$ cat src/rtl/spi_wiper_slave.sv
module spi_wiper_slave #(
  parameter int CLK_HZ     = 50_000_000,
  parameter int WR_LOCK_US = 5000,
  parameter int RD_LOCK_US = 1000,
  parameter logic [7:0] DEV_ID    = 8'h50,
  parameter logic [7:0] RESET_POS = 8'h80
) (
  input  logic        clk,
  input  logic        rst,
  input  logic        sclk,
  input  logic        cs_n,
  input  logic        mosi,
  input  logic        wp_n,
  output logic        miso,
  output logic        miso_oe,
  output logic [31:0] wiper_pos
);
  localparam int CYC_PER_US = CLK_HZ / 1_000_000;
  localparam int WR_CYC = CYC_PER_US * WR_LOCK_US;
  localparam int RD_CYC = CYC_PER_US * RD_LOCK_US;
  localparam int CW = $clog2(WR_CYC + 1);
  localparam logic [CW-1:0] WR_LIM = CW'(WR_CYC);
  localparam logic [CW-1:0] RD_LIM = CW'(RD_CYC);

  logic [2:0] s_sclk;
  logic [1:0] s_cs, s_mosi;
  logic [CW-1:0] up_cnt;
  logic [4:0] bitcnt;
  logic [7:0] rx, tx;
  logic [1:0] ch;
  logic id_ok, do_wr, skip;
  logic [7:0] wip [4];

  wire sck_rise = s_sclk[1] & ~s_sclk[2];
  wire sck_fall = ~s_sclk[1] & s_sclk[2];
  wire cs_act   = ~s_cs[1];
  wire rd_ok    = up_cnt >= RD_LIM;
  wire wr_ok    = up_cnt >= WR_LIM;
  wire [7:0] rx_next = {rx[6:0], s_mosi[1]};
  wire cmd_legal = id_ok && (rx_next[3:2] == 2'b00);

  assign miso = tx[7];

  for (genvar i = 0; i < 4; i++) begin : g_out
    assign wiper_pos[8*i +: 8] = wip[i];
  end

  always_ff @(posedge clk) begin
    if (rst) begin
      s_sclk  <= '0;
      s_cs    <= '1;
      s_mosi  <= '0;
      up_cnt  <= '0;
      bitcnt  <= '0;
      rx      <= '0;
      tx      <= '0;
      ch      <= '0;
      id_ok   <= 1'b0;
      do_wr   <= 1'b0;
      skip    <= 1'b0;
      miso_oe <= 1'b0;
      for (int i = 0; i < 4; i++) wip[i] <= RESET_POS;
    end else begin
      s_sclk <= {s_sclk[1:0], sclk};
      s_cs   <= {s_cs[0], cs_n};
      s_mosi <= {s_mosi[0], mosi};
      if (!wr_ok) up_cnt <= up_cnt + 1'b1;
      if (!cs_act) begin
        bitcnt  <= '0;
        id_ok   <= 1'b0;
        do_wr   <= 1'b0;
        skip    <= 1'b0;
        miso_oe <= 1'b0;
      end else begin
        if (sck_rise && bitcnt != 5'd24) begin
          rx     <= rx_next;
          bitcnt <= bitcnt + 1'b1;
          case (bitcnt)
            5'd7: id_ok <= (rx_next == DEV_ID);
            5'd15: begin
              ch <= rx_next[1:0];
              if (cmd_legal && rx_next[7:4] == 4'h9 && rd_ok) begin
                tx      <= wip[rx_next[1:0]];
                skip    <= 1'b1;
                miso_oe <= 1'b1;
              end
              do_wr <= cmd_legal && rx_next[7:4] == 4'hA;
            end
            5'd23: if (do_wr && wr_ok && wp_n) wip[ch] <= rx_next;
            default: ;
          endcase
        end
        if (sck_fall && miso_oe) begin
          if (skip) skip <= 1'b0;
          else tx <= {tx[6:0], 1'b0};
        end
      end
    end
  end
endmodule

$ cat config.mk
export PLATFORM = sky130hd
export DESIGN_NAME = spi_wiper_slave
export DESIGN_NICKNAME = d
export VERILOG_FILES = /design/src/rtl/spi_wiper_slave.sv
export SDC_FILE = /design/constraint.sdc
export NUM_CORES = 1
export LEC_CHECK = 0
export ABC_AREA = 0
export BUFFER_PORTS_ARGS = -buffer_cell sky130_fd_sc_hd__buf_2
export CAP_MARGIN = 20
export CORE_MARGIN = 3
export CORE_UTILIZATION = 46
export CTS_BUF_LIST = sky130_fd_sc_hd__clkbuf_8 sky130_fd_sc_hd__clkbuf_16
export DETAILED_ROUTE_END_ITERATION = 10
export PLACE_DENSITY = 0.72
export SETUP_SLACK_MARGIN = 0.02
export SLEW_MARGIN = 0
export SYNTH_ARGS = -nofsm -noshare
export SYNTH_HDL_FRONTEND = slang
export SYNTH_SLANG_ARGS = --single-unit
$ cat constraint.sdc
create_clock -name clk -period 6.45 [get_ports clk]
set_clock_uncertainty 0.05 [all_clocks]
set_input_delay 1.29 -clock clk [delete_from_list [all_inputs] [get_ports clk]]
set_output_delay 1.29 -clock clk [all_outputs]
set_load 0.02 [all_outputs]
==> results.cfg <==
[power_and_ir_drop]
p_leak_nw = 1.517
finalPower_w = 0.001037
power.density_nw_per_um2 = 231.1
ir_drop_uv = 117.6

[global_routing]
met3_usage = 0.03506
antenna_found_initial = 0
grt_pass1_wl_um = 14150
grt_util_all_layers = 0.1834
grt_use_met2 = 0.2748
grt_pass1_vias = 2730
use_met1 = 0.2617
grt_max_degree = 50
top_usage_layer = met2
overflow = 0

[clock_tree]
cts_root_buf = clkbuf_8
cts_buffer_depth = 2
cts_sinks = 83
clock_latency_ns = 0.35
cts_hold_buf = 0
cts_tree = yes
cts_buffers = 9
cts-resized-gates = 0
htreeDepth = 3
cts_setup_buffers = 0
clk_pin_slew_ns = 0.09

[logic_synthesis]
yosysWarnings = 0
ys_ff_latch = 83
synthDistinctLibCells = 54
synth-compound-area-share = 0.09978
seq_area_frac_synth = 0.4939
synth_area_per_cell_um2 = 10.32
syn_area_um2 = 4013
synth-xor-area-share = 0.03929
synth_top_area_share = 0.2544
synth_top_family_by_area = simple AND/OR/NAND/NOR gates
synthAdderAreaFrac = 0.01559
synth_edf_count = 32
synth_commonest_cells = 51 x dfxtp_1, 51 x nor2_1, 32 x edfxtp_1
yosys.area.top_type = dfxtp_1
synth.net_count = 400
syn-instance-count = 389
yosys-top-cells-area = dfxtp_1 25%, edfxtp_1 24%, nor2_1 4.8%, and2_1 4.7%, mux4_2 4.5%
yosys-mux-area-fraction = 0.06735
synthSimpleGateAreaFrac = 0.2476
synth-main-ff-cell = dfxtp_1
synth-async-reset-ratio = 0

[finish]
fin_nets = 433
syn2layout_area_growth_pct = 11.85
final_util = 0.5381
drive_above_1_share = 0.2014
fillers = 752
stdcell_count = 532
antennaDiodeCount = 0

[sta]
tns_ns = 0
fin_crit_ns = 3.425
slew_violations = 0
hold_viol = 0
finalSetupViolCount = 0
hold_ws_ns = 0.3710
finalCritPeriodShare = 0.5310
rsz0062_at_grt = no
fmax_mhz = 292.0
tightestPinTransition_ns = 1.064
maxSlewHeadroom = 0.2834

[placement]
portBuffers = 39
place_hpwl_um = 5891
routabilityCongestion = 0.8320
dp_cells = 513

[detailed_routing]
drc = 0
initialDrtViolationCount = 211
vias = 2964
drtAntennaViolNets = 0
drt_pre_antenna_iters = 4
via_per_inst = 5.571
wl_um = 8672
wl_per_cell_um = 16.30

[floorplanning]
core_area_um2 = 8341
die_y_um = 99.40
initial_core_util = 0.4811
die_area_um2 = 9879
die_x_um = 99.40
rows = 33
pin_count = 40

[critical_path]
worst_setup_path_start_kind = register
endpoint = wip[1][7]
endpoint_kind = register
r2r_end = wip[1][7]
path_class = register to register
r2r_start = bitcnt[0]
cp_max_fo = 11
r2r_slack_ns = 3.02
crit_start = bitcnt[0]
cp.required_ns = 6.38
cp.arrival_ns = 3.35
r2r_cells = 6

[job]
drv_cap = 0

[hold_path]
hp-class = register to register

[outcome]
status = finished clean
[placed cells by master (no fill, tap or decap), drive strengths merged, types with 9 or more instances in the layout]
cell type  count
clkbuf         9
nand2         29
a21oi         20
nand3         12
inv           13
nor2          53
xnor2         16
edfxtp        32
mux2i          9
dfxtp         51
buf           44
and2          30
[stage by stage]
| step | area, um^2 | worst slack [ns] |
|---|---|---|
| finish | 4488 | 3.025 |
| global route | 4488 | 2.794 |
| CTS | 4473 | 2.862 |
| detailed placement | 4257 | 2.915 |
| global placement | 4257 | 3.035 |
| floorplan | 4013 | 3.452 |
[how the worst min path moves through the flow]
stage	start	slack, ns	to	cells past startpoint
6_report	s_cs[0]	0.37	s_cs[1]	1
5_1_grt	s_cs[0]	0.40	s_cs[1]	1
4_1_cts	s_cs[0]	0.38	s_cs[1]	1
3_5_place_dp	s_cs[0]	0.35	s_cs[1]	1
3_3_place_gp	s_cs[0]	0.35	s_cs[1]	1
2_1_floorplan	s_cs[0]	0.34	s_cs[1]	1
[cell type report]
class	count	area (um^2)	area share
well taps	105	131.4	0.02927
inverters	13	48.80	0.01087
clock inverters	7	92.59	0.02063
repair buffers	44	225.2	0.05018
clock buffers	9	123.9	0.02760
multi-input cells	271	1884	0.4199
flip-flops and latches	83	1982	0.4416
[worst max-delay path, stage by stage, from the launching register on]
cell and delay (ns):
dfxtp_1 0.40, inv_1 0.06, ha_1 0.20, and4b_4 0.22, nor3_2 0.72, nand4_2 0.44
o21ai_0 0.96
[cell families (layout without fill, tap and decap cells)]
logic type | count (synthesis) | count (layout)
and+or+nand+nor | 174 | 174
DFF | 83 | 83
AOI/OAI and AO/OA | 57 | 57
buffers and inverters | 35 | 73
xor gates and xnor gates | 18 | 18
muxes | 17 | 17
adders and majority gates | 5 | 5
[metal layers]
metal	wire length, um	up-vias
met4	97	0
met5	0	-
met3	413	10
met2	3953	68
met1	4207	1440
li1	-	1446
[registers in the layout, summed over array words and instances (netlist names)]
signal / count
rx: 7
do_wr: 1
id_ok: 1
tx: 8
miso_oe: 1
ch: 2
skip: 1
wip: 32
s_mosi: 2
bitcnt: 5
s_cs: 2
up_cnt: 18
s_sclk: 3
[report_power, final]
group / switching [W] / internal (W)
clock network: 0.000195 / 0.000217
registers: 0.0000131 / 0.000557
logic: 0.0000361 / 0.0000202
(Power assumes the default switching activity.)
